===== config.mk =====
export PLATFORM = sky130hd
export DESIGN_NAME = range_maint_seq
export DESIGN_NICKNAME = d
export VERILOG_FILES = /design/src/rtl/rms_pkg.sv /design/src/rtl/rms_cfg_regs.sv /design/src/rtl/rms_resp_counter.sv /design/src/rtl/rms_walker.sv /design/src/rtl/range_maint_seq.sv
export SDC_FILE = /design/constraint.sdc
export NUM_CORES = 1
export LEC_CHECK = 0
export BUFFER_PORTS_ARGS = -buffer_cell sky130_fd_sc_hd__buf_4
export CORE_MARGIN = 2
export CORE_UTILIZATION = 59
export CTS_CLUSTER_DIAMETER = 40
export DETAILED_ROUTE_END_ITERATION = 7
export MAX_ROUTING_LAYER = met4
export PLACE_DENSITY = 0.95
export SLEW_MARGIN = 15
export SYNTH_ARGS = -nofsm -noshare
export SYNTH_HDL_FRONTEND = slang
export SYNTH_SLANG_ARGS = --single-unit

===== constraint.sdc =====
create_clock -name clk -period 7.1 [get_ports clk]
set_input_delay 1.42 -clock clk [delete_from_list [all_inputs] [get_ports clk]]
set_output_delay 1.42 -clock clk [all_outputs]
set_load 0.01 [all_outputs]

===== src/rtl/rms_pkg.sv =====
package rms_pkg;

   typedef enum logic [1:0] {
      KIND_MCAST = 2'd0,
      KIND_BCAST = 2'd1,
      KIND_SYNC  = 2'd2
   } txn_kind_e;

   typedef enum logic [1:0] {
      WS_IDLE   = 2'd0,
      WS_LOOP   = 2'd1,
      WS_LOOKUP = 2'd2,
      WS_ISSUE  = 2'd3
   } walk_state_e;

   localparam logic [2:0] SEL_ADDR_LO = 3'd0;
   localparam logic [2:0] SEL_ADDR_HI = 3'd1;
   localparam logic [2:0] SEL_LENGTH  = 3'd2;
   localparam logic [2:0] SEL_MODE    = 3'd3;
   localparam logic [2:0] SEL_GO      = 3'd4;

endpackage


===== src/rtl/rms_cfg_regs.sv =====
module rms_cfg_regs
   import rms_pkg::*;
#(
   parameter int ADDR_W  = 40,
   parameter int LEN_W   = 32,
   parameter int LINE_SH = 6,
   parameter int LINES_W = LEN_W - LINE_SH + 1
)(
   input  logic               clk,
   input  logic               rst_n,
   input  logic               wr_en,
   input  logic [2:0]         wr_sel,
   input  logic [31:0]        wr_data,
   input  logic               busy,
   output logic               start_go,
   output logic               reject,
   output logic               op_sync,
   output logic [ADDR_W-1:0]  base_addr,
   output logic [LINES_W-1:0] line_total
);

   logic [31:0]       lo_q;
   logic [LEN_W-1:0]  len_q;
   logic              mode_q;
   logic              reject_q;
   logic [ADDR_W-1:0] full_addr;
   logic              go_wr;
   logic              frac;

   assign go_wr = wr_en && (wr_sel == SEL_GO);

   always_ff @(posedge clk) begin
      if (!rst_n) begin
         lo_q     <= '0;
         len_q    <= '0;
         mode_q   <= 1'b0;
         reject_q <= 1'b0;
      end else begin
         reject_q <= go_wr && busy;
         if (wr_en && wr_sel == SEL_ADDR_LO) lo_q   <= wr_data;
         if (wr_en && wr_sel == SEL_LENGTH)  len_q  <= wr_data[LEN_W-1:0];
         if (wr_en && wr_sel == SEL_MODE)    mode_q <= wr_data[0];
      end
   end

   generate
      if (ADDR_W > 32) begin : g_hi
         logic [ADDR_W-33:0] hi_q;
         always_ff @(posedge clk) begin
            if (!rst_n)                              hi_q <= '0;
            else if (wr_en && wr_sel == SEL_ADDR_HI) hi_q <= wr_data[ADDR_W-33:0];
         end
         assign full_addr = {hi_q, lo_q};
      end else begin : g_lo_only
         assign full_addr = lo_q;
      end
   endgenerate

   // Partial-line remainder rounds the count up
   assign frac       = |len_q[LINE_SH-1:0];
   assign line_total = {1'b0, len_q[LEN_W-1:LINE_SH]} + LINES_W'(frac);
   assign base_addr  = {full_addr[ADDR_W-1:LINE_SH], {LINE_SH{1'b0}}};
   assign start_go   = go_wr && !busy;
   assign reject     = reject_q;
   assign op_sync    = mode_q;

   assert_reject_busy_R7: assert property (@(posedge clk) disable iff (!rst_n)
      (go_wr && busy) |=> reject);
   assert_no_reject_idle_R7: assert property (@(posedge clk) disable iff (!rst_n)
      !(go_wr && busy) |=> !reject);

endmodule


===== src/rtl/rms_resp_counter.sv =====
module rms_resp_counter #(
   parameter int W = 8
)(
   input  logic         clk,
   input  logic         rst_n,
   input  logic         clear,
   input  logic         inc,
   input  logic         dec_a,
   input  logic         dec_b,
   output logic [W-1:0] count,
   output logic         is_zero
);

   logic         dec_any;
   logic [W-1:0] cnt_q;

   assign dec_any = dec_a || dec_b;

   always_ff @(posedge clk) begin
      if (!rst_n)              cnt_q <= '0;
      else if (clear)          cnt_q <= '0;
      else if (inc && !dec_any) cnt_q <= cnt_q + W'(1);
      else if (!inc && dec_any) cnt_q <= cnt_q - W'(1);
   end

   assign count   = cnt_q;
   assign is_zero = (cnt_q == '0);

   assert_no_overflow_R3: assert property (@(posedge clk) disable iff (!rst_n)
      (!clear && inc && !dec_any) |-> (cnt_q != '1));
   assert_no_underflow_R3: assert property (@(posedge clk) disable iff (!rst_n)
      (!clear && !inc && dec_any) |-> (cnt_q != '0));
   assert_cancel_R3: assert property (@(posedge clk) disable iff (!rst_n)
      (!clear && inc && dec_any) |=> (count == $past(count)));
   assert_dual_once_R3: assert property (@(posedge clk) disable iff (!rst_n)
      (!clear && !inc && dec_a && dec_b) |=> (count == $past(count) - W'(1)));
   assert_clear_R2: assert property (@(posedge clk) disable iff (!rst_n)
      clear |=> is_zero);

endmodule


===== src/rtl/rms_walker.sv =====
module rms_walker
   import rms_pkg::*;
#(
   parameter int ADDR_W    = 40,
   parameter int LINE_SH   = 6,
   parameter int LINES_W   = 27,
   parameter int COPIES_W  = 8,
   parameter int BCAST_MIN = 4,
   parameter bit BCAST_EN  = 1'b1
)(
   input  logic                clk,
   input  logic                rst_n,
   input  logic                start_go,
   input  logic                op_sync,
   input  logic [ADDR_W-1:0]   base_addr,
   input  logic [LINES_W-1:0]  line_total,
   input  logic                pending_zero,
   input  logic                dir_ack,
   input  logic                dir_hit,
   input  logic [COPIES_W-1:0] dir_copies,
   input  logic                dir_dirty,
   input  logic                txn_ready,
   output logic                busy,
   output logic                dir_req,
   output logic [ADDR_W-1:0]   dir_addr,
   output logic                txn_valid,
   output logic [ADDR_W-1:0]   txn_addr,
   output logic [1:0]          txn_kind,
   output logic                issue_fire,
   output logic [LINES_W-1:0]  lines_left,
   output logic                done
);

   localparam logic [ADDR_W-1:0] STEP = ADDR_W'(1) << LINE_SH;

   walk_state_e       st_q;
   logic [LINES_W-1:0] lines_q;
   logic [ADDR_W-1:0] addr_q;
   txn_kind_e         kind_q;
   logic              op_q;
   logic              done_q;
   logic              need;
   txn_kind_e         inval_kind;
   txn_kind_e         kind_sel;

   generate
      if (BCAST_EN) begin : g_bcast
         assign inval_kind = (dir_copies > COPIES_W'(BCAST_MIN)) ? KIND_BCAST : KIND_MCAST;
      end else begin : g_mcast_only
         assign inval_kind = KIND_MCAST;
      end
   endgenerate

   always_comb begin
      if (op_q) begin
         need     = dir_hit && dir_dirty;
         kind_sel = KIND_SYNC;
      end else begin
         need     = dir_hit && (dir_copies != '0);
         kind_sel = inval_kind;
      end
   end

   always_ff @(posedge clk) begin
      if (!rst_n) begin
         st_q    <= WS_IDLE;
         lines_q <= '0;
         addr_q  <= '0;
         kind_q  <= KIND_MCAST;
         op_q    <= 1'b0;
         done_q  <= 1'b0;
      end else begin
         done_q <= 1'b0;
         case (st_q)
            WS_IDLE: if (start_go) begin
               st_q    <= WS_LOOP;
               lines_q <= line_total;
               addr_q  <= base_addr;
               op_q    <= op_sync;
            end
            WS_LOOP: begin
               if (lines_q != '0) st_q <= WS_LOOKUP;
               else if (pending_zero) begin
                  st_q   <= WS_IDLE;
                  done_q <= 1'b1;
               end
            end
            WS_LOOKUP: if (dir_ack) begin
               if (need) begin
                  kind_q <= kind_sel;
                  st_q   <= WS_ISSUE;
               end else begin
                  lines_q <= lines_q - LINES_W'(1);
                  addr_q  <= addr_q + STEP;
                  st_q    <= WS_LOOP;
               end
            end
            WS_ISSUE: if (txn_ready) begin
               lines_q <= lines_q - LINES_W'(1);
               addr_q  <= addr_q + STEP;
               st_q    <= WS_LOOP;
            end
            default: st_q <= WS_IDLE;
         endcase
      end
   end

   assign busy       = (st_q != WS_IDLE);
   assign dir_req    = (st_q == WS_LOOKUP);
   assign dir_addr   = addr_q;
   assign txn_valid  = (st_q == WS_ISSUE);
   assign txn_addr   = addr_q;
   assign txn_kind   = kind_q;
   assign issue_fire = txn_valid && txn_ready;
   assign lines_left = lines_q;
   assign done       = done_q;

   assert_hold_R8: assert property (@(posedge clk) disable iff (!rst_n)
      (txn_valid && !txn_ready) |=> (txn_valid && $stable(txn_addr) && $stable(txn_kind)));
   assert_done_idle_R6: assert property (@(posedge clk) disable iff (!rst_n)
      done |-> (!busy && lines_left == '0));
   assert_done_drained_R6: assert property (@(posedge clk) disable iff (!rst_n)
      (busy && lines_left == '0 && !pending_zero) |=> !done);
   assert_issue_step_R2: assert property (@(posedge clk) disable iff (!rst_n)
      issue_fire |=> (lines_left == $past(lines_left) - LINES_W'(1)));
   assert_miss_skip_R4: assert property (@(posedge clk) disable iff (!rst_n)
      (dir_req && dir_ack && !dir_hit) |=> !txn_valid);
   assert_sync_kind_R5: assert property (@(posedge clk) disable iff (!rst_n)
      (txn_valid && op_q) |-> (txn_kind == KIND_SYNC));

endmodule


===== src/rtl/range_maint_seq.sv =====
module range_maint_seq
   import rms_pkg::*;
#(
   parameter int ADDR_W     = 40,
   parameter int LEN_W      = 32,
   parameter int LINE_WORDS = 16,
   parameter int COPIES_W   = 8,
   parameter int BCAST_MIN  = 4,
   parameter bit BCAST_EN   = 1'b1,
   parameter int PEND_W     = 8,
   localparam int LINE_SH   = $clog2(LINE_WORDS * 4),
   localparam int LINES_W   = LEN_W - LINE_SH + 1
)(
   input  logic                clk,
   input  logic                rst_n,
   input  logic                cfg_wr_en,
   input  logic [2:0]          cfg_wr_sel,
   input  logic [31:0]         cfg_wr_data,
   output logic                cfg_reject,
   output logic                dir_req,
   output logic [ADDR_W-1:0]   dir_addr,
   input  logic                dir_ack,
   input  logic                dir_hit,
   input  logic [COPIES_W-1:0] dir_copies,
   input  logic                dir_dirty,
   output logic                txn_valid,
   input  logic                txn_ready,
   output logic [ADDR_W-1:0]   txn_addr,
   output logic [1:0]          txn_kind,
   input  logic                rsp_inval_done,
   input  logic                rsp_sync_done,
   output logic                active,
   output logic                done,
   output logic [LINES_W-1:0]  lines_left,
   output logic [PEND_W-1:0]   pending
);

   initial begin
      assert (LINE_WORDS > 0 && (LINE_WORDS & (LINE_WORDS - 1)) == 0)
         else $error("LINE_WORDS must be a power of two");
      assert (ADDR_W >= 32 && ADDR_W <= 64) else $error("ADDR_W out of range");
      assert (LEN_W > LINE_SH && LEN_W <= 32) else $error("LEN_W out of range");
      assert (PEND_W >= 2) else $error("PEND_W too small");
      assert (BCAST_MIN < (1 << COPIES_W)) else $error("BCAST_MIN exceeds copy range");
   end

   logic               start_go;
   logic               op_sync;
   logic [ADDR_W-1:0]  base_addr;
   logic [LINES_W-1:0] line_total;
   logic               busy;
   logic               issue_fire;
   logic               pend_zero;

   rms_cfg_regs #(
      .ADDR_W (ADDR_W),
      .LEN_W  (LEN_W),
      .LINE_SH(LINE_SH),
      .LINES_W(LINES_W)
   ) u_cfg (
      .clk       (clk),
      .rst_n     (rst_n),
      .wr_en     (cfg_wr_en),
      .wr_sel    (cfg_wr_sel),
      .wr_data   (cfg_wr_data),
      .busy      (busy),
      .start_go  (start_go),
      .reject    (cfg_reject),
      .op_sync   (op_sync),
      .base_addr (base_addr),
      .line_total(line_total)
   );

   rms_walker #(
      .ADDR_W   (ADDR_W),
      .LINE_SH  (LINE_SH),
      .LINES_W  (LINES_W),
      .COPIES_W (COPIES_W),
      .BCAST_MIN(BCAST_MIN),
      .BCAST_EN (BCAST_EN)
   ) u_walk (
      .clk         (clk),
      .rst_n       (rst_n),
      .start_go    (start_go),
      .op_sync     (op_sync),
      .base_addr   (base_addr),
      .line_total  (line_total),
      .pending_zero(pend_zero),
      .dir_ack     (dir_ack),
      .dir_hit     (dir_hit),
      .dir_copies  (dir_copies),
      .dir_dirty   (dir_dirty),
      .txn_ready   (txn_ready),
      .busy        (busy),
      .dir_req     (dir_req),
      .dir_addr    (dir_addr),
      .txn_valid   (txn_valid),
      .txn_addr    (txn_addr),
      .txn_kind    (txn_kind),
      .issue_fire  (issue_fire),
      .lines_left  (lines_left),
      .done        (done)
   );

   rms_resp_counter #(.W(PEND_W)) u_pend (
      .clk    (clk),
      .rst_n  (rst_n),
      .clear  (start_go),
      .inc    (issue_fire),
      .dec_a  (rsp_inval_done),
      .dec_b  (rsp_sync_done),
      .count  (pending),
      .is_zero(pend_zero)
   );

   assign active = busy;

   assert_start_load_R1: assert property (@(posedge clk) disable iff (!rst_n)
      start_go |=> (active && pending == '0 && lines_left == $past(line_total)));
   assert_done_pulse_R6: assert property (@(posedge clk) disable iff (!rst_n)
      done |=> !done);

endmodule


==> summary.md <==
| Metric | Value |
|---|---|
| Share of layout cells above drive strength 1 | `18.9%` |
| Crit path cell chain | `buf_4 > nand4bb_1 > a222oi_1 > o221a_2 > buf_4 > nand2_2 > o22ai_1` |
| Vias in the first global route | `7704` |
| # setup viols final | `0` |
| PwrDens | `260 mW/mm²` |
| Slew margin rel. | `30.0%` |
| Worst setup EP type | `flip-flop` |
| TNS Setup | `0 ns` |
| Max stage delay on crit path | `0.85 ns` |
| Post-synthesis simple-gate area fraction | `25.2%` |
| Synth warn | `0` |
| Distinct cells, synth | `65` |
| Core area | `0.0132 mm²` |
| CTS root buf | `clkbuf_16` |
| CP Max Fanout | `32` |
| Global-route wire length before repair | `37800 µm` |
| Synth area leaders | `dfxtp_1 (36%), a21oi_1 (9.2%), nand2_1 (8.9%), buf_4 (4.7%), nor2_1 (4.3%)` |
| Post-synthesis sequential area ratio | `36.1%` |
| Routed vias/inst | `6.30` |
| Die Y | `120 µm` |
| Post-Synth Adder-Cell Area | `3.10%` |
| TritonCTS clock tree | `built` |
| Post-CTS Setup Inserts | `0` |
| Vias | `8458` |
| Fmax | `243 MHz` |
| Routed Antenna Nets | `0` |
| Starting Density | `60.0%` |
| Resized cells post-CTS | `0` |
| Total Wirelength | `24100 µm` |
| Largest net degree at the start of global routing | `105` |
| Hpwl dp | `15900 µm` |
| Post-synthesis compound-gate area fraction | `21.0%` |
| TritonCTS Buffers | `17` |
| Cell leakage power | `3.69 nW` |
| Post-Synthesis Cells | `1064` |
| Number of antenna violations at the first check in global routing | `0` |
| Worst path most repeated cell | `buf_4` |
| Async SR Flop Fraction | `0%` |
| Largest family of logic cells by synthesized area | `simple AND/OR/NAND/NOR gates` |
| Hold_ws | `0.457 ns` |
| DR iter-0 viols | `1119` |
| Fin. Hold Viols | `0` |
| Kind of critical path | `input pin to flip-flop` |
| Total track usage | `33.6%` |
| CP required | `7.44 ns` |
| Main synth FF type | `dfxtp_1` |
| Mux contribution to synthesized area | `2.02%` |
| N_diodes | `0` |
| IO buf count | `161` |
| Synth area leader | `dfxtp_1` |
| # IOs | `174` |
| Die area | `0.0144 mm²` |
| Die Wd | `120 µm` |
| Synth top area share | `36.1%` |
| Pins over their slew limit | `0` |
| Drt drc | `0` |
| Synth Register Bits | `143` |
| RSZ-0062 raised after global routing | `no` |
| Hold Crit Class | `flip-flop to flip-flop` |
| Slew @ Worst Pin | `1.05 ns` |
| CTS hold repair buffers | `0` |
| DR pass1 iterations | `6` |
| H-Tree Depth | `4` |
| Clock transition at the registers of the reported paths | `0.06 ns` |
| Grt total ovfl | `0` |
| Clk Latency, worst-skew pair | `0.43 ns` |
| Layout area overhead | `20.3%` |
| Max Root-Sink Buffers | `2` |
| Synth Area per Inst | `7.44 µm²` |
| Crit-path slowest cell | `o221a_2` |
| Netlist Area Pre-Place | `0.00792 mm²` |
| Post-synth EDFFs | `0` |
| Xor/xnor cell area share of the yosys netlist | `3.43%` |
| Nets | `1224` |
| Maximum vdd drop | `0.000170 V` |
| Min Tclk post-route | `4.11 ns` |
| MaxCap Viol Count | `0` |
| GPL Wtd Cong | `0.951` |
| Mean routed wirelength per cell | `18.0 µm` |
| Critical path arrival | `4.45 ns` |
| Period utilisation layout | `57.8%` |
| Outcome | `finished clean` |
| Clock sinks | `143` |
| Clock Skews | `0.00579 ns` |
| Startpoint types | `input pin` |
| FP Rows | `42` |
## power by group
part           leakage [nW]  switching [mW]  internal [mW]
combinational          2.20           0.345          0.221
clock                 0.326           0.352          0.660
sequential             1.16          0.0595          0.845
total                  3.69           0.757           1.73
## state kept, by name, summed over array words and instances, names as in the netlist
signal             flops
u_cfg.len_q           32
u_walk.op_q            1
u_cfg.lo_q            26
u_walk.st_q            2
u_cfg.g_hi.hi_q        8
u_pend.count           8
u_cfg.op_sync          1
u_walk.txn_kind        2
u_cfg.reject           1
u_walk.lines_left     27
u_walk.done            1
u_walk.dir_addr       34
## metal layers
layer  GRT usage (%)  vias up  routed length [µm]
met5               -        -                   0
met4            15.8        0                 981
met3            5.94      112                2480
met2            53.8      602               11400
met1            41.4     3858                9270
li1                -     3886                   -
## through the flow
stage               setup slack, ns  util [%]  area, µm²  instances  total power [mW]
floorplan                      3.70         -       7960       1075              1.29
global placement               2.80      67.2       8860       1310              1.45
detailed placement             2.63      67.2       8860       1310              1.47
CTS                            3.07      72.3       9530       1342              2.47
global route                   2.73      72.3       9530       1342              2.56
finish                         2.99      72.3       9530       1342              2.48
## final timing paths
path | slack [ns] | endpoint | cells after the start | from
min reg2reg | 0.46 | u_cfg.lo_q[24] | 2 | u_cfg.lo_q[24]
min | 0.46 | u_cfg.lo_q[24] | 2 | u_cfg.lo_q[24]
max | 2.99 | u_walk.dir_addr[32] | 7 | cfg_wr_sel[0]
max reg2reg | 3.44 | u_walk.dir_addr[32] | 7 | u_walk.st_q[0]
## critical path: cells and delay by family
| family | cells | cell delay, ns |
|---|---|---|
| buf+inv | 2 | 0.51 |
| simple gates | 2 | 0.57 |
| compound gates | 3 | 1.95 |
## cell usage after synthesis, drive strengths merged (4+ instances only)
master	n
or2	4
nand2	188
a22oi	7
and2	4
and3	10
xor2	15
nor2	90
a31oi	7
nand4	18
a211oi	8
dfxtp	143
nand3	29
o22ai	15
buf	60
mux2i	16
o211ai	10
nor4	28
o21ai	58
o21a	6
a21o	5
clkbuf	51
a21oi	145
ha	18
xnor2	16
or3	4
and4	5
inv	25
nor3	33
or4	4
## placed cells by master (no fill, tap or decap), types with 5 or more instances in the layout
cell       netlist  routed
nand3_1         29      29
nand4_1         18      18
o211ai_1        10      10
and3_1          10      10
inv_1           25      24
nand2_1        187     187
o21a_1           6       6
nor4_1          28      28
xor2_1          15      15
buf_4           50     170
a211oi_1         8       8
ha_1            18      18
o21ai_0         57      57
bufinv_16        0       5
a22oi_1          7       7
conb_1           1      12
a31oi_1          7       7
o22ai_1         15      15
clkbuf_16        0      17
a21o_1           5       5
mux2i_1         16      16
a21oi_1        145     145
nor2_1          90      88
nor3_1          32      32
xnor2_1         16      16
and4_1           5       5
dfxtp_1        143     143
## cell families after synthesis
group | after synthesis
compound gates | 287
xor+xnor | 31
fa+ha+maj | 19
buf+inv | 136
flops | 143
mux | 16
other cells | 1
simple gates | 431
## final cells by class
type / count / area, µm²
clock inverter: 10 / 181
multi-input combinational: 796 / 4410
sequential: 143 / 2860
inverter: 25 / 93.8
fill: 981 / 3660
tap: 176 / 220
clock buffer: 22 / 484
timing repair buffer: 170 / 1280
No activity file was read; power rests on OpenSTA's default activity.
